File: config.mk
export PLATFORM = sky130hd
export DESIGN_NAME = dsi_cmd_tx
export DESIGN_NICKNAME = d
export VERILOG_FILES = /design/src/rtl/dsi_cmd_tx.sv
export SDC_FILE = /design/constraint.sdc
export NUM_CORES = 1
export LEC_CHECK = 0
export ABC_AREA = 1
export BUFFER_PORTS_ARGS = -buffer_cell sky130_fd_sc_hd__buf_2
export CORE_MARGIN = 2
export CORE_UTILIZATION = 40
export DETAILED_ROUTE_END_ITERATION = 16
export GPL_ROUTABILITY_DRIVEN = 0
export PLACE_DENSITY = 0.72
export SLEW_MARGIN = 10
export SYNTH_ARGS = -nofsm -noshare
export SYNTH_HDL_FRONTEND = slang
export SYNTH_SLANG_ARGS = --single-unit
File: constraint.sdc
create_clock -name clk -period 1.9 [get_ports clk]
set_clock_uncertainty 0.1 [all_clocks]
set_input_delay 0.475 -clock clk [delete_from_list [all_inputs] [get_ports clk]]
set_output_delay 0.475 -clock clk [all_outputs]
set_load 0.05 [all_outputs]
File: src/rtl/dsi_cmd_tx.sv
module dsi_cmd_tx #(
  parameter int TMO_CYCLES = 62_500_000
) (
  input  logic        clk,
  input  logic        rst_n,
  input  logic        req_valid,
  output logic        req_ready,
  input  logic [5:0]  req_type,
  input  logic [15:0] req_len,
  input  logic [7:0]  req_p0,
  input  logic [7:0]  req_p1,
  input  logic        link_lp,
  input  logic        byte_valid,
  output logic        byte_ready,
  input  logic [7:0]  byte_data,
  output logic        hdr_push,
  output logic [23:0] hdr_data,
  output logic        pay_push,
  output logic [31:0] pay_data,
  input  logic        drain_evt,
  output logic        done_valid,
  output logic [2:0]  done_code
);
  localparam int TW = $clog2(TMO_CYCLES + 1);
  localparam logic [TW-1:0] TLAST = TW'(TMO_CYCLES - 1);

  typedef enum logic [2:0] {S_IDLE, S_DISP, S_PACK, S_HDR, S_WAIT} st_t;
  typedef enum logic [1:0] {K_SHORT, K_LONG, K_REF, K_UNK} kind_t;

  st_t         st;
  kind_t       kind;
  logic [5:0]  t_q;
  logic [15:0] len_q, rem;
  logic [7:0]  p0_q, p1_q;
  logic        lp_q;
  logic [31:0] word;
  logic [1:0]  lane;
  logic [TW-1:0] timer;
  logic [31:0] nxt_word;

  assign req_ready  = (st == S_IDLE);
  assign byte_ready = (st == S_PACK);
  assign nxt_word   = word | ({24'd0, byte_data} << {lane, 3'b000});

  always_comb begin
    case (t_q)
      6'h03, 6'h13, 6'h23, 6'h05, 6'h15, 6'h37,
      6'h02, 6'h12, 6'h22, 6'h32:                 kind = K_SHORT;
      6'h29, 6'h39:                               kind = K_LONG;
      6'h01, 6'h11, 6'h21, 6'h31, 6'h08, 6'h09,
      6'h19, 6'h0E, 6'h1E, 6'h2E, 6'h3E:          kind = K_REF;
      default:                                    kind = K_UNK;
    endcase
  end

  always_ff @(posedge clk or negedge rst_n) begin
    if (!rst_n) begin
      st <= S_IDLE;
      t_q <= '0; len_q <= '0; p0_q <= '0; p1_q <= '0; lp_q <= 1'b0;
      rem <= '0; word <= '0; lane <= '0; timer <= '0;
      hdr_push <= 1'b0; hdr_data <= '0;
      pay_push <= 1'b0; pay_data <= '0;
      done_valid <= 1'b0; done_code <= '0;
    end else begin
      hdr_push   <= 1'b0;
      pay_push   <= 1'b0;
      done_valid <= 1'b0;
      case (st)
        S_IDLE: if (req_valid) begin
          t_q <= req_type; len_q <= req_len;
          p0_q <= req_p0;  p1_q <= req_p1;
          lp_q <= link_lp;
          st <= S_DISP;
        end
        S_DISP: begin
          if (lp_q) begin
            done_valid <= 1'b1; done_code <= 3'd3; st <= S_IDLE;
          end else begin
            case (kind)
              K_SHORT: begin
                hdr_push <= 1'b1;
                hdr_data <= {p1_q, p0_q, 2'b00, t_q};
                done_valid <= 1'b1; done_code <= 3'd0; st <= S_IDLE;
              end
              K_LONG: begin
                word <= '0; lane <= '0; rem <= len_q;
                st <= (len_q == 16'd0) ? S_HDR : S_PACK;
              end
              K_REF: begin
                done_valid <= 1'b1; done_code <= 3'd1; st <= S_IDLE;
              end
              default: begin
                done_valid <= 1'b1; done_code <= 3'd2; st <= S_IDLE;
              end
            endcase
          end
        end
        S_PACK: if (byte_valid) begin
          rem <= rem - 16'd1;
          if (lane == 2'd3 || rem == 16'd1) begin
            pay_push <= 1'b1;
            pay_data <= nxt_word;
            word <= '0;
            lane <= '0;
          end else begin
            word <= nxt_word;
            lane <= lane + 2'd1;
          end
          if (rem == 16'd1) st <= S_HDR;
        end
        S_HDR: begin
          hdr_push <= 1'b1;
          hdr_data <= {len_q[15:8], len_q[7:0], 2'b00, t_q};
          timer <= '0;
          st <= S_WAIT;
        end
        S_WAIT: begin
          if (drain_evt) begin
            done_valid <= 1'b1; done_code <= 3'd0; st <= S_IDLE;
          end else if (timer == TLAST) begin
            done_valid <= 1'b1; done_code <= 3'd4; st <= S_IDLE;
          end else begin
            timer <= timer + 1'b1;
          end
        end
        default: st <= S_IDLE;
      endcase
    end
  end
endmodule

==> impl_results.html, run 1 <==
<table>
<tr><th>Metric</th><th>Value</th></tr>
<tr><th colspan="2">Status</th></tr>
<tr><td>Run status</td><td>complete, but fails checks</td></tr>
<tr><td>Violated checks</td><td>negative setup slack</td></tr>
<tr><th colspan="2">Power and ir drop</th></tr>
<tr><td>Switching power as a share of total power</td><td>42.9%</td></tr>
<tr><td>P_sw</td><td>7.34 mW</td></tr>
<tr><td>Leakage power summed over all cells</td><td>6.03 nW</td></tr>
<tr><td>Internal Pwr Total</td><td>a little under 10 mW</td></tr>
<tr><td>Power per unit of standard cell area</td><td>between 1000 and 1500 nW/um2</td></tr>
<tr><td>Worst-case vdd ir drop</td><td>0.00116 V</td></tr>
<tr><td>Portion of total power attributed to the clock network</td><td>21.4%</td></tr>
<tr><td>Combinational cell fraction of total power</td><td>between 40% and 50%</td></tr>
<tr><td>Fraction of power consumed by sequential logic</td><td>about a third</td></tr>
<tr><th colspan="2">Timing</th></tr>
<tr><td>Final number of max-transition violations</td><td>0</td></tr>
<tr><td>Worst setup margin</td><td>-140 ps</td></tr>
<tr><td>Final Cycle Share</td><td>107%</td></tr>
<tr><td>Max frequency</td><td>490 MHz</td></tr>
<tr><td>Final-report setup violation count</td><td>82</td></tr>
<tr><td>Setup repair after global routing missed its margin</td><td>true</td></tr>
<tr><td>Minimum clock period</td><td>approximately 2000 ps</td></tr>
<tr><td>Post-route setup TNS</td><td>-7080 ps</td></tr>
<tr><td>Final hold slack</td><td>158 ps</td></tr>
<tr><td>Number of failing hold endpoints at the final stage</td><td>0</td></tr>
<tr><th colspan="2">Synthesis</th></tr>
<tr><td>Synthesized instance count</td><td>1164</td></tr>
<tr><td>Yosys warning total</td><td>0</td></tr>
<tr><td>Library cell with the largest summed area after synthesis</td><td>dfrtp_1</td></tr>
<tr><td>Mean cell area of the mapped netlist</td><td>about 7.8 um2</td></tr>
<tr><td>Seq/Total Area, Yosys</td><td>approximately half</td></tr>
<tr><td>Flip-flop and latch count after synthesis</td><td>~180</td></tr>
<tr><td>Number of distinct library cell variants in the gate-level netlist after synthesis</td><td>36</td></tr>
<tr><td>Leading cell type by number of instances after synthesis</td><td>nand2_1</td></tr>
<tr><td>Post-synthesis instance area</td><td>~9000 um2</td></tr>
<tr><td>Share of flip-flops with an asynchronous set or reset</td><td>100%</td></tr>
<tr><td>Top cells by area, synth</td><td>dfrtp_1 (49%), nand2_1 (15%), nand3_1 (7.8%)</td></tr>
<tr><td>Most used standard cells in the synthesized netlist</td><td>nand2_1 (375), dfrtp_1 (178), nand3_1 (141)</td></tr>
<tr><td>Fraction of post-synthesis cell area in the top cell type by area</td><td>49.0%</td></tr>
<tr><td>Number of synthesized flops with an enable pin</td><td>0</td></tr>
<tr><td>Post-synth top flop</td><td>dfrtp_1</td></tr>
<tr><th colspan="2">Detailed routing</th></tr>
<tr><td>Detailed-routing iteration count for the pre-antenna-repair pass</td><td>5</td></tr>
<tr><td>Overall routed net length</td><td>27000 um</td></tr>
<tr><td>Via count</td><td>8784</td></tr>
<tr><td>Detailed-route wire length per cell</td><td>16.4 um</td></tr>
<tr><td>Antenna Violating Nets Remaining</td><td>0</td></tr>
<tr><td>Violation count after the first detailed-route iteration</td><td>629</td></tr>
<tr><td>Vias per Instance</td><td>5.33</td></tr>
<tr><td>DRC</td><td>0</td></tr>
<tr><th colspan="2">Clocking</th></tr>
<tr><td>Clock Tree Root</td><td>clkbuf_16</td></tr>
<tr><td>Sinks on Clock Net</td><td>178</td></tr>
<tr><td>CTS buffer count</td><td>17</td></tr>
<tr><td>H-tree levels</td><td>4</td></tr>
<tr><td>Clock latency on the worst-skew pair</td><td>440 ps</td></tr>
<tr><td>Clock-pin slew reported for the worst setup and hold paths after clock tree synthesis</td><td>roughly 70 ps</td></tr>
<tr><td>Clock tree from TritonCTS</td><td>yes</td></tr>
<tr><td>Clk buf depth</td><td>2</td></tr>
<tr><th colspan="2">Floorplanning</th></tr>
<tr><td>I/O pins</td><td>roughly 120</td></tr>
<tr><td>Starting density of the core</td><td>between 40% and 50%</td></tr>
<tr><td>Area of the core</td><td>22400 um2</td></tr>
<tr><td>Standard-cell row count</td><td>55</td></tr>
<tr><td>Die outline height</td><td>155 um</td></tr>
<tr><td>X dimension of the die</td><td>155 um</td></tr>
<tr><td>Overall die area</td><td>23900 um2</td></tr>
<tr><th colspan="2">Setup path</th></tr>
<tr><td>Setup crit end kind</td><td>register</td></tr>
<tr><td>Crit-path max FO</td><td>13</td></tr>
<tr><td>Category of the critical setup timing path</td><td>register to register</td></tr>
<tr><td>Maximum cell stage delay along the critical path</td><td>430 ps</td></tr>
<tr><td>Cell Chain, Critical Path</td><td>buf_4 -&gt; ha_4 -&gt; a21oi_1 -&gt; nand3_1 -&gt; nand2_2 -&gt; nand3_2 -&gt; o21ai_4 -&gt; buf_6 -&gt; buf_12 -&gt; nand3_1 -&gt; nand2_1</td></tr>
<tr><td>Required time of the worst setup path</td><td>2180 ps</td></tr>
<tr><td>Most used cell along the critical path</td><td>nand3_1</td></tr>
<tr><td>Library cell contributing the largest single delay on the critical path</td><td>dfrtp_2</td></tr>
<tr><td>Worst EP arrival</td><td>about 2300 ps</td></tr>
<tr><td>Top delay family on crit path</td><td>buffers and inverters</td></tr>
<tr><td>Number of buffers and inverters on the critical path</td><td>3</td></tr>
<tr><td>CP startpoint kind</td><td>register</td></tr>
<tr><th colspan="2">GRT</th></tr>
<tr><td>Number of global-route vias before repair</td><td>around 8000</td></tr>
<tr><td>Maximum number of pins on one net before global-route repair</td><td>54</td></tr>
<tr><td>Antenna violations before repair</td><td>0</td></tr>
<tr><td>Total congestion overflow after global routing</td><td>0</td></tr>
<tr><td>Combined global-route utilization of all metal layers</td><td>21.0%</td></tr>
<tr><td>Global-route wire length before repair</td><td>roughly 41000 um</td></tr>
<tr><th colspan="2">Placement</th></tr>
<tr><td>Post-DP HPWL</td><td>16700 um</td></tr>
<tr><td>Placed cells</td><td>1573</td></tr>
<tr><td>Placed cell area</td><td>10400 um2</td></tr>
<tr><td>Port Buffers</td><td>between 100 and 150</td></tr>
<tr><th colspan="2">Final layout</th></tr>
<tr><td>Final Instance Area</td><td>11900 um2</td></tr>
<tr><td>Layout net count</td><td>1409</td></tr>
<tr><td>Post-synthesis to final-layout area growth</td><td>30.8%</td></tr>
<tr><td>Final Non-Filler Cells</td><td>1647</td></tr>
<tr><td>Proportion of layout cells with a drive suffix above 1</td><td>26.9%</td></tr>
<tr><td>Diodes inserted</td><td>0</td></tr>
<tr><td>Final design utilization</td><td>53.0%</td></tr>
<tr><th colspan="2">Run</th></tr>
<tr><td># Max-Cap Violations</td><td>0</td></tr>
<tr><th colspan="2">Worst hold path</th></tr>
<tr><td>HP Class</td><td>input pin to register</td></tr>
</table>
## repair_timing
item	in CTS	in global routing
setup endpoints to repair	77	141
endpoints found under the hold margin	32	0
pin swaps	3	15
cloned	1	15
gates resized for setup	28	94
buffers inserted	13	15
hold buffers	1	0
## layout by cell type, fill, tap and decap left out, types with 13 or more instances in the layout
cell type,n
o21ai_0,27
nand2_1,346
a21oi_1,31
inv_1,64
o21ai_1,17
o21bai_1,16
dfrtp_1,173
nand4_1,32
nand3_1,134
clkbuf_16,25
nor2_1,100
buf_6,14
mux2_2,22
buf_4,71
buf_12,13
nand2_2,26
buf_2,110
## path summary, 6_finish.rpt
kind	from	end	slack [ps]	cells after the start
max in group asynchronous	rst_n	word[31]	630	3
min in group asynchronous	rst_n	pay_data[13]	420	2
worst min-delay path	req_p1[2]	p1_q[2]	160	2
worst max register to register	t_q[1]	word[24]	-140	11
worst max-delay path	t_q[1]	word[24]	-140	11
worst min register to register	word[16]	word[16]	370	2
## sequential cells by signal, summed over array words and instances (netlist names), 6 cells and up
register and cells:
pay_data 32, word 32, timer 26, hdr_data 22, len_q 16, rem 16
p0_q 8, p1_q 8, t_q 6
## metrics by stage
stage | power (mW) | setup slack [ps]
global placement | 12.0 | -7.43
finish | 17.1 | -140
floorplan | 9.95 | 24.2
global route | 18.2 | -206
detailed placement | 12.2 | -48.3
CTS | 16.4 | -59.9
## power by group through the flow
| stage | clock network (mW) | registers [mW] | logic (mW) |
|---|---|---|---|
| 5_1_grt | 3.89 | 5.74 | 8.53 |
| 2_1_floorplan | 0 | 6.33 | 3.63 |
| 6_report | 3.67 | 5.62 | 7.84 |
| 3_5_place_dp | 0 | 5.61 | 6.59 |
| 3_3_place_gp | 0 | 5.61 | 6.42 |
| 4_1_cts | 3.74 | 5.58 | 7.08 |
## area by class of cell
class / count / area (um2)
Inverter: 77 / 295
Fill cell: 2068 / 10600
Clock buffer: 18 / 439
Timing Repair Buffer: 223 / 1810
Multi-Input combinational cell: 851 / 4340
Sequential cell: 178 / 4460
Tap cell: 285 / 357
Clock inverter: 14 / 169
Timing Repair inverter: 1 / 7.51
## metal layers
layer	routed length (um)	share of wire, %	GRT usage [%]	vias to the layer above
li1	-	-	-	4181
met1	11700	43	28.6	4166
met2	12800	48	34.0	390
met3	1980	7.3	4.34	47
met4	536	2.0	5.73	0
met5	0	0	0	-
## kinds of logic after synthesis
family | Yosys count | share of synthesized area, %
buf+inv | 137 | 6.21
compound gates | 125 | 8.02
fa+ha+maj | 8 | 1.10
simple gates | 677 | 31.3
other cells | 1 | 0.0413
xor+xnor | 16 | 1.54
flops | 178 | 49.0
mux | 22 | 2.73
Note: power is estimated with default switching activity, not from simulation.
==> run 2, diff against run 1 <==
- CTS_BUF_LIST: default -> sky130_fd_sc_hd__clkbuf_8 sky130_fd_sc_hd__clkbuf_16
- TNS_END_PERCENT: default -> 10
==> run 2 against run 1 <==
Against the previous run:
- the flow still finishes with violations (negative setup slack)
- fmax increased by 0.14%
- cell count decreased by 1.4%
- wire length decreased by 6.3%
- utilization decreased by 1.2 points
- largest cell class unchanged
- highest routed layer unchanged
==> impl_results.html, run 2 (synthesis results as in run 1) <==
<table>
<tr><th>Metric</th><th>Value</th></tr>
<tr><th colspan="2">Status</th></tr>
<tr><td>Run status</td><td>complete, but fails checks (unchanged)</td></tr>
<tr><td>Violated checks</td><td>negative setup slack (unchanged)</td></tr>
<tr><th colspan="2">Floorplanning</th></tr>
<tr><td>Starting density of the core</td><td>40.5% (unchanged)</td></tr>
<tr><td>Overall die area</td><td>23900 um2 (unchanged)</td></tr>
<tr><td>Area of the core</td><td>22400 um2 (unchanged)</td></tr>
<tr><td>I/O pins</td><td>116 (unchanged)</td></tr>
<tr><td>Die outline height</td><td>155 um (unchanged)</td></tr>
<tr><td>X dimension of the die</td><td>155 um (unchanged)</td></tr>
<tr><td>Standard-cell row count</td><td>55 (unchanged)</td></tr>
<tr><th colspan="2">Clocking</th></tr>
<tr><td>Sinks on Clock Net</td><td>178 (unchanged)</td></tr>
<tr><td>Clock tree from TritonCTS</td><td>yes (unchanged)</td></tr>
<tr><td>CTS buffer count</td><td>17 (unchanged)</td></tr>
<tr><td>H-tree levels</td><td>4 (unchanged)</td></tr>
<tr><td>Clk buf depth</td><td>2 (unchanged)</td></tr>
<tr><td>Clock latency on the worst-skew pair</td><td>450 ps (was 440 ps)</td></tr>
<tr><td>Clock-pin slew reported for the worst setup and hold paths after clock tree synthesis</td><td>70 ps (about the same)</td></tr>
<tr><td>Clock Tree Root</td><td>clkbuf_16 (unchanged)</td></tr>
<tr><th colspan="2">Timing</th></tr>
<tr><td>Final number of max-transition violations</td><td>0 (unchanged)</td></tr>
<tr><td>Minimum clock period</td><td>2040 ps (about the same)</td></tr>
<tr><td>Number of failing hold endpoints at the final stage</td><td>0 (unchanged)</td></tr>
<tr><td>Max frequency</td><td>491 MHz (was 490 MHz)</td></tr>
<tr><td>Final Cycle Share</td><td>107% (about the same)</td></tr>
<tr><td>Worst setup margin</td><td>-137 ps (was -140 ps)</td></tr>
<tr><td>Post-route setup TNS</td><td>-5890 ps (was -7080 ps)</td></tr>
<tr><td>Final-report setup violation count</td><td>73 (was 82)</td></tr>
<tr><td>Setup repair after global routing missed its margin</td><td>true (unchanged)</td></tr>
<tr><th colspan="2">Setup path</th></tr>
<tr><td>Setup slack, reg-to-reg</td><td>-140 ps (about the same)</td></tr>
<tr><td>Category of the critical setup timing path</td><td>register to register (unchanged)</td></tr>
<tr><td>Worst reg2reg path endpoint</td><td>done_code[1] (was word[24])</td></tr>
<tr><td>Number of buffers and inverters on the critical path</td><td>3 (unchanged)</td></tr>
<tr><td>Setup crit end kind</td><td>register (unchanged)</td></tr>
<tr><td>Crit-path max FO</td><td>5 (was 13)</td></tr>
<tr><td>Top delay family on crit path</td><td>simple AND/OR/NAND/NOR gates (was buffers and inverters)</td></tr>
<tr><td>Maximum cell stage delay along the critical path</td><td>440 ps (was 430 ps)</td></tr>
<tr><td>Library cell contributing the largest single delay on the critical path</td><td>dfrtp_2 (unchanged)</td></tr>
<tr><td>Worst reg2reg path depth</td><td>12 (was 11)</td></tr>
<tr><td>Depth of the critical timing path with buffers and inverters included</td><td>12 (was 11)</td></tr>
<tr><td>CP startpoint kind</td><td>register (unchanged)</td></tr>
<tr><td>Most used cell along the critical path</td><td>nand2_1 (was nand3_1)</td></tr>
<tr><td>Required time of the worst setup path</td><td>2130 ps (was 2180 ps)</td></tr>
<tr><td>Worst EP arrival</td><td>2270 ps (was 2320 ps)</td></tr>
<tr><td>End point of the critical path</td><td>done_code[1] (was word[24])</td></tr>
<tr><td>Reg2Reg Launch Point</td><td>t_q[0] (was t_q[1])</td></tr>
<tr><td>Cell Chain, Critical Path</td><td>inv_4 -&gt; ha_4 -&gt; a21oi_1 -&gt; nand3_1 -&gt; nand2_2 -&gt; nand3_2 -&gt; o21ai_4 -&gt; buf_8 -&gt; buf_6 -&gt; nand2_4 -&gt; nand2_1 -&gt; nand2_1 (was buf_4 -&gt; ha_4 -&gt; a21oi_1 -&gt; nand3_1 -&gt; nand2_2 -&gt; nand3_2 -&gt; o21ai_4 -&gt; buf_6 -&gt; buf_12 -&gt; nand3_1 -&gt; nand2_1)</td></tr>
<tr><td>Critical Path Source</td><td>t_q[0] (was t_q[1])</td></tr>
<tr><th colspan="2">GRT</th></tr>
<tr><td>Maximum number of pins on one net before global-route repair</td><td>54 (unchanged)</td></tr>
<tr><td>Total congestion overflow after global routing</td><td>0 (unchanged)</td></tr>
<tr><td>Number of global-route vias before repair</td><td>8091 (was 8111)</td></tr>
<tr><td>Combined global-route utilization of all metal layers</td><td>20.9% (was 21.0%)</td></tr>
<tr><td>Antenna violations before repair</td><td>0 (unchanged)</td></tr>
<tr><td>Global-route wire length before repair</td><td>40400 um (was 40500 um)</td></tr>
<tr><th colspan="2">Final layout</th></tr>
<tr><td>Most common library cell in the layout ignoring fill and taps</td><td>nand2_1 (unchanged)</td></tr>
<tr><td>Proportion of layout cells with a drive suffix above 1</td><td>24.9% (was 26.9%)</td></tr>
<tr><td>Post-synthesis to final-layout area growth</td><td>27.9% (was 30.8%)</td></tr>
<tr><td>Diodes inserted</td><td>0 (unchanged)</td></tr>
<tr><td>Layout net count</td><td>1386 (was 1409)</td></tr>
<tr><td>Final Non-Filler Cells</td><td>1624 (was 1647)</td></tr>
<tr><td>Multi-input combinational cell area</td><td>4320 um2 (was 4340 um2)</td></tr>
<tr><td>Filler Cell Count</td><td>2097 (was 2068)</td></tr>
<tr><td>Most frequent cells in the layout</td><td>nand2_1 (360), dfrtp_1 (173), nand3_1 (127), buf_2 (110), nor2_1 (100) (was nand2_1 (346), dfrtp_1 (173), nand3_1 (134), buf_2 (110), nor2_1 (100))</td></tr>
<tr><td>Flip-flop and latch area</td><td>4460 um2 (unchanged)</td></tr>
<tr><td>Registers with the most flip-flops</td><td>pay_data: 32 flops, word: 32 flops, timer: 26 flops (unchanged)</td></tr>
<tr><td>Final design utilization</td><td>51.8% (was 53.0%)</td></tr>
<tr><td>Final Instance Area</td><td>11600 um2 (was 11900 um2)</td></tr>
<tr><th colspan="2">Detailed routing</th></tr>
<tr><td>Detailed-routing iteration count for the pre-antenna-repair pass</td><td>6 (was 5)</td></tr>
<tr><td>Vias per Instance</td><td>5.26 (was 5.33)</td></tr>
<tr><td>Detailed-route wire length per cell</td><td>15.6 um (was 16.4 um)</td></tr>
<tr><td>Overall routed net length</td><td>25300 um (was 27000 um)</td></tr>
<tr><td>Antenna Violating Nets Remaining</td><td>0 (unchanged)</td></tr>
<tr><td>Violation count after the first detailed-route iteration</td><td>635 (was 629)</td></tr>
<tr><td>Via count</td><td>8541 (was 8784)</td></tr>
<tr><td>DRC</td><td>0 (unchanged)</td></tr>
<tr><th colspan="2">Placement</th></tr>
<tr><td>Post-DP HPWL</td><td>16700 um (unchanged)</td></tr>
<tr><td>Placed cells</td><td>1573 (unchanged)</td></tr>
<tr><td>Port Buffers</td><td>113 (unchanged)</td></tr>
<tr><td>Placed cell area</td><td>10400 um2 (unchanged)</td></tr>
<tr><th colspan="2">Power and ir drop</th></tr>
<tr><td>P_sw</td><td>7.34 mW (about the same)</td></tr>
<tr><td>Combinational cell fraction of total power</td><td>45.4% (was 45.7%)</td></tr>
<tr><td>Final total power</td><td>17.1 mW (about the same)</td></tr>
<tr><td>Portion of total power attributed to the clock network</td><td>21.5% (was 21.4%)</td></tr>
<tr><td>Worst-case vdd ir drop</td><td>0.00129 V (was 0.00116 V)</td></tr>
<tr><td>Power per unit of standard cell area</td><td>1470 nW/um2 (was 1440 nW/um2)</td></tr>
<tr><td>Internal Pwr Total</td><td>9.78 mW (about the same)</td></tr>
<tr><td>Leakage power summed over all cells</td><td>5.90 nW (was 6.03 nW)</td></tr>
<tr><td>Fraction of power consumed by sequential logic</td><td>33.2% (was 32.8%)</td></tr>
<tr><td>Switching power as a share of total power</td><td>42.9% (about the same)</td></tr>
<tr><th colspan="2">Worst hold path</th></tr>
<tr><td>Hold_sp</td><td>req_p1[1] (was req_p1[2])</td></tr>
<tr><td>Cell depth of the worst min-delay path</td><td>2 (unchanged)</td></tr>
<tr><td>HP Class</td><td>input pin to register (unchanged)</td></tr>
<tr><th colspan="2">Run</th></tr>
<tr><td># Max-Cap Violations</td><td>0 (unchanged)</td></tr>
</table>
[run 2: changes by cell type in the layout (fill, tap and decap cells not counted), moves of 2 or more]
cell	before	now
buf_4	71	56
nand3_2	6	12
inv_1	64	62
o21ai_2	8	0
inv_4	1	3
nand3_1	134	127
nand2_2	26	12
o21ai_0	27	45
clkbuf_16	25	21
nand2_1	346	360
o21ai_1	17	6
[run 2: metrics by stage]
stage,worst slack (ps),hold WS [ps]
after floorplan,24.2,79.4
after global placement,-7.43,331
after detailed placement,-48.3,328
after CTS,-65.3,144
after global routing,-202,154
final,-137,152
[run 2: timing repair]
item / 4_1_cts / 5_1_grt
buffers inserted: 12 / 1
setup endpoints to repair: 77 / 141
cloned: 1 / 5
hold buffers: 1 / 0
endpoints found under the hold margin: 32 / 0
pin swaps: 3 / 13
gates resized for setup: 26 / 73
[run 2: power groups by stage]
| stage | combinational [mW] | clock (mW) | sequential (mW) |
|---|---|---|---|
| finish | 7.77 | 3.68 | 5.68 |
| global route | 8.46 | 3.89 | 5.80 |
| CTS | 7.04 | 3.74 | 5.58 |
| detailed placement | 6.59 | 0 | 5.61 |
| global placement | 6.42 | 0 | 5.61 |
| floorplan | 3.63 | 0 | 6.33 |
[run 2: worst min path at each step]
stage / end / slack [ps]
2_1_floorplan: done_code[0] / 80
3_3_place_gp: pay_data[13] / 330
3_5_place_dp: pay_data[13] / 330
4_1_cts: p1_q[2] / 140
5_1_grt: len_q[1] / 150
6_report: p1_q[1] / 150
[run 2: worst register-to-register path: cells and delay by family, from the launching register on]
kind | cells | cell delay (ps)
AND/OR/NAND/NOR | 6 | 490
flip-flops | 1 | 440
buffers and inverters | 3 | 380
AO/OA/AOI/OAI | 2 | 350
adder cells (fa/ha/maj) | 1 | 170
[run 2: layout make-up]
class / instances / area share, %
clock buffer: 18 / 3.78
timing repair buffer: 202 / 13.6
sequential: 178 / 38.4
tap: 285 / 3.07
clock inverter: 14 / 1.45
multi-input combinational: 850 / 37.2
inverter: 77 / 2.58
[run 2: layer usage]
metal	wire length [um]	vias to the layer above	track usage (%)	share of wire, %
li1	-	4136	-	-
met1	11300	4045	28.5	45
met2	11900	322	33.8	47
met3	1670	38	4.43	6.6
met4	378	0	5.82	1.5
met5	0	-	0	0
==> run 3, diff against run 2 <==
- BUFFER_PORTS_ARGS: -buffer_cell sky130_fd_sc_hd__buf_2 -> -buffer_cell sky130_fd_sc_hd__clkbuf_2
- SETUP_SLACK_MARGIN: default -> 0.1
==> run 3 against run 2 <==
Against the previous run:
- the run still ends with negative setup slack left
- fmax decreased by 3.6%
- combinational power rose by 14%
- clock power decreased by 4%
- register-to-register slack worse by 80 ps
- non-clock buffer count up 19
- die area unchanged
- cell count is 1.2% higher
- total power increased by 5.8%
- first-iteration DRC count is 0.16% higher
- hold slack better by 13 ps
- utilization is 1.9 points higher
- critical path type unchanged
- largest cell class is now multi-input gates
- highest routed layer unchanged
==> impl_results.html, run 3 (synthesis results as in run 1) <==
<table>
<tr><th>Metric</th><th>Value</th></tr>
<tr><th colspan="2">Clocking</th></tr>
<tr><td>Clock latency on the worst-skew pair</td><td>440 ps (was 450 ps)</td></tr>
<tr><td>Clk buf depth</td><td>2 (unchanged)</td></tr>
<tr><td>Clock-pin slew reported for the worst setup and hold paths after clock tree synthesis</td><td>70 ps (about the same)</td></tr>
<tr><td>Sinks on Clock Net</td><td>178 (unchanged)</td></tr>
<tr><td>Clock tree from TritonCTS</td><td>yes (unchanged)</td></tr>
<tr><td>H-tree levels</td><td>4 (unchanged)</td></tr>
<tr><td>Clock Tree Root</td><td>clkbuf_16 (unchanged)</td></tr>
<tr><td>CTS buffer count</td><td>17 (unchanged)</td></tr>
<tr><th colspan="2">Status</th></tr>
<tr><td>Run status</td><td>complete, but fails checks (unchanged)</td></tr>
<tr><td>Violated checks</td><td>negative setup slack (unchanged)</td></tr>
<tr><th colspan="2">Worst hold path</th></tr>
<tr><td>Cell depth of the worst min-delay path</td><td>2 (unchanged)</td></tr>
<tr><td>HP Class</td><td>input pin to register (unchanged)</td></tr>
<tr><td>Hold_sp</td><td>req_p0[1] (was req_p1[1])</td></tr>
<tr><td>Endpoint of the worst hold path</td><td>p0_q[1] (was p1_q[1])</td></tr>
<tr><th colspan="2">GRT</th></tr>
<tr><td>Antenna violations before repair</td><td>0 (unchanged)</td></tr>
<tr><td>Number of global-route vias before repair</td><td>8512 (was 8091)</td></tr>
<tr><td>Global-route wire length before repair</td><td>42400 um (was 40400 um)</td></tr>
<tr><td>Maximum number of pins on one net before global-route repair</td><td>53 (was 54)</td></tr>
<tr><td>Combined global-route utilization of all metal layers</td><td>22.0% (was 20.9%)</td></tr>
<tr><td>Total congestion overflow after global routing</td><td>0 (unchanged)</td></tr>
<tr><th colspan="2">Setup path</th></tr>
<tr><td>Library cell contributing the largest single delay on the critical path</td><td>dfrtp_1 (was dfrtp_2)</td></tr>
<tr><td>Cell Chain, Critical Path</td><td>inv_2 -&gt; ha_4 -&gt; inv_2 -&gt; nand2_2 -&gt; nand3_2 -&gt; nand2_1 -&gt; nand2_1 -&gt; nand2_1 -&gt; nand2_2 -&gt; o21ai_4 -&gt; nand2_4 -&gt; buf_12 -&gt; buf_12 -&gt; nand2_2 -&gt; nand2_1 (was inv_4 -&gt; ha_4 -&gt; a21oi_1 -&gt; nand3_1 -&gt; nand2_2 -&gt; nand3_2 -&gt; o21ai_4 -&gt; buf_8 -&gt; buf_6 -&gt; nand2_4 -&gt; nand2_1 -&gt; nand2_1)</td></tr>
<tr><td>Crit-path max FO</td><td>8 (was 5)</td></tr>
<tr><td>Worst reg2reg path depth</td><td>15 (was 12)</td></tr>
<tr><td>Most used cell along the critical path</td><td>nand2_1 (unchanged)</td></tr>
<tr><td>Setup crit end kind</td><td>register (unchanged)</td></tr>
<tr><td>Category of the critical setup timing path</td><td>register to register (unchanged)</td></tr>
<tr><td>Setup slack, reg-to-reg</td><td>-210 ps (was -140 ps)</td></tr>
<tr><td>Required time of the worst setup path</td><td>2120 ps (was 2130 ps)</td></tr>
<tr><td>Worst EP arrival</td><td>2330 ps (was 2270 ps)</td></tr>
<tr><td>Maximum cell stage delay along the critical path</td><td>440 ps (about the same)</td></tr>
<tr><td>Reg2Reg Launch Point</td><td>t_q[0] (unchanged)</td></tr>
<tr><td>CP startpoint kind</td><td>register (unchanged)</td></tr>
<tr><td>Critical Path Source</td><td>t_q[0] (unchanged)</td></tr>
<tr><td>Worst reg2reg path endpoint</td><td>word[21] (was done_code[1])</td></tr>
<tr><th colspan="2">Power and ir drop</th></tr>
<tr><td>Power per unit of standard cell area</td><td>1510 nW/um2 (was 1470 nW/um2)</td></tr>
<tr><td>Internal Pwr Total</td><td>10.4 mW (was 9.78 mW)</td></tr>
<tr><td>Final total power</td><td>18.1 mW (was 17.1 mW)</td></tr>
<tr><td>Fraction of power consumed by sequential logic</td><td>31.6% (was 33.2%)</td></tr>
<tr><td>Leakage power summed over all cells</td><td>6.05 nW (was 5.90 nW)</td></tr>
<tr><td>Portion of total power attributed to the clock network</td><td>19.6% (was 21.5%)</td></tr>
<tr><td>Combinational cell fraction of total power</td><td>48.8% (was 45.4%)</td></tr>
<tr><td>Switching power as a share of total power</td><td>42.5% (was 42.9%)</td></tr>
<tr><td>Worst-case vdd ir drop</td><td>0.00177 V (was 0.00129 V)</td></tr>
<tr><td>P_sw</td><td>7.70 mW (was 7.34 mW)</td></tr>
<tr><th colspan="2">Final layout</th></tr>
<tr><td>Layout net count</td><td>1405 (was 1386)</td></tr>
<tr><td>Post-synthesis to final-layout area growth</td><td>32.5% (was 27.9%)</td></tr>
<tr><td>Diodes inserted</td><td>0 (unchanged)</td></tr>
<tr><td>Most frequent cells in the layout</td><td>nand2_1 (320), dfrtp_1 (173), nand3_1 (121), clkbuf_2 (110), nor2_1 (102) (was nand2_1 (360), dfrtp_1 (173), nand3_1 (127), buf_2 (110), nor2_1 (100))</td></tr>
<tr><td>Most common library cell in the layout ignoring fill and taps</td><td>nand2_1 (unchanged)</td></tr>
<tr><td>Registers with the most flip-flops</td><td>pay_data: 32 flops, word: 32 flops, timer: 26 flops (unchanged)</td></tr>
<tr><td>Proportion of layout cells with a drive suffix above 1</td><td>29.0% (was 24.9%)</td></tr>
<tr><th colspan="2">Floorplanning</th></tr>
<tr><td>Starting density of the core</td><td>40.5% (unchanged)</td></tr>
<tr><td>Standard-cell row count</td><td>55 (unchanged)</td></tr>
<tr><td>I/O pins</td><td>116 (unchanged)</td></tr>
<tr><td>Overall die area</td><td>23900 um2 (unchanged)</td></tr>
<tr><td>Area of the core</td><td>22400 um2 (unchanged)</td></tr>
<tr><td>Die outline height</td><td>155 um (unchanged)</td></tr>
<tr><td>X dimension of the die</td><td>155 um (unchanged)</td></tr>
<tr><th colspan="2">Detailed routing</th></tr>
<tr><td>Antenna Violating Nets Remaining</td><td>0 (unchanged)</td></tr>
<tr><td>Vias per Instance</td><td>5.34 (was 5.26)</td></tr>
<tr><td>Detailed-route wire length per cell</td><td>15.8 um (was 15.6 um)</td></tr>
<tr><td>Detailed-routing iteration count for the pre-antenna-repair pass</td><td>5 (was 6)</td></tr>
<tr><td>Overall routed net length</td><td>26000 um (was 25300 um)</td></tr>
<tr><td>Via count</td><td>8772 (was 8541)</td></tr>
<tr><td>DRC</td><td>0 (unchanged)</td></tr>
<tr><td>Violation count after the first detailed-route iteration</td><td>636 (was 635)</td></tr>
<tr><th colspan="2">Timing</th></tr>
<tr><td>Final-report setup violation count</td><td>80 (was 73)</td></tr>
<tr><td>Final number of max-transition violations</td><td>0 (unchanged)</td></tr>
<tr><td>Setup repair after global routing missed its margin</td><td>true (unchanged)</td></tr>
<tr><td>Minimum clock period</td><td>2110 ps (was 2040 ps)</td></tr>
<tr><td>Final Cycle Share</td><td>111% (was 107%)</td></tr>
<tr><td>Max frequency</td><td>473 MHz (was 491 MHz)</td></tr>
<tr><td>Post-route setup TNS</td><td>-13180 ps (was -5890 ps)</td></tr>
<tr><td>Worst setup margin</td><td>-213 ps (was -137 ps)</td></tr>
<tr><td>Number of failing hold endpoints at the final stage</td><td>0 (unchanged)</td></tr>
<tr><th colspan="2">Placement</th></tr>
<tr><td>Pre-CTS setup slack</td><td>-308 ps (was -48.3 ps)</td></tr>
<tr><td>Post-DP HPWL</td><td>16400 um (was 16700 um)</td></tr>
<tr><td>Port Buffers</td><td>113 (unchanged)</td></tr>
<tr><th colspan="2">Run</th></tr>
<tr><td># Max-Cap Violations</td><td>0 (unchanged)</td></tr>
</table>
## run 3: cell types whose count changed in the layout (fill, tap and decap cells not counted), sizes merged
cell    change
clkbuf    +111
buf        -92
## run 3: how the worst max path moves through the flow
stage / endpoint / cells after the start
floorplan: hdr_data[10] / 14
global placement: done_code[1] / 13
detailed placement: done_code[1] / 13
CTS: hdr_data[0] / 14
global route: hdr_data[16] / 15
finish: word[21] / 15
## run 3: what timing repair did
action,4_1_cts,5_1_grt
gates resized for setup,74,74
gates cloned,8,3
pin swaps,18,26
hold endpoints to repair,33,0
endpoints found under the setup margin,138,141
hold buffers,1,0
setup buffers,14,2
## run 3: cell type report
class	count	area, um2
Clock inverter	14	153
Timing Repair Buffer	221	1860
Fill cell	2034	10400
Inverter	77	294
Clock buffer	18	439
Sequential cell	178	4460
Tap cell	285	357
Multi-Input combinational cell	850	4470
## run 3: metrics by stage
| stage | utilization [%] | hold WS (ps) | instances | instance area [um2] |
|---|---|---|---|---|
| 6_report | 53.6 | 165 | 1643 | 12000 |
| 4_1_cts | 52.2 | 156 | 1638 | 11700 |
| 5_1_grt | 53.6 | 158 | 1643 | 12000 |
| 3_3_place_gp | 46.8 | 331 | 1583 | 10500 |
| 3_5_place_dp | 46.8 | 325 | 1583 | 10500 |
| 2_1_floorplan | - | 79.4 | 1165 | 9110 |
## run 3: critical path: cells and delay by family (launching register included)
family,cells,cell delay (ps)
flops,1,440
simple gates,9,590
compound gates,1,200
fa+ha+maj,1,170
buf+inv,4,490
## run 3: layer usage
layer | vias up | share of wire [%] | GRT usage (%) | routed length (um)
met2 | 400 | 47 | 36.0 | 12200
li1 | 4182 | - | - | -
met4 | 0 | 2.4 | 8.25 | 631
met1 | 4131 | 43 | 29.4 | 11200
met5 | - | 0 | 0 | 0
met3 | 59 | 7.5 | 4.09 | 1950
## run 3: power by group through the flow
stage,logic (mW),clock network [mW],registers (mW)
2_1_floorplan,3.65,0,6.34
4_1_cts,8.14,3.60,5.60
3_5_place_dp,6.59,0,5.62
3_3_place_gp,6.48,0,5.60
6_report,8.85,3.55,5.72
5_1_grt,9.57,3.78,5.82
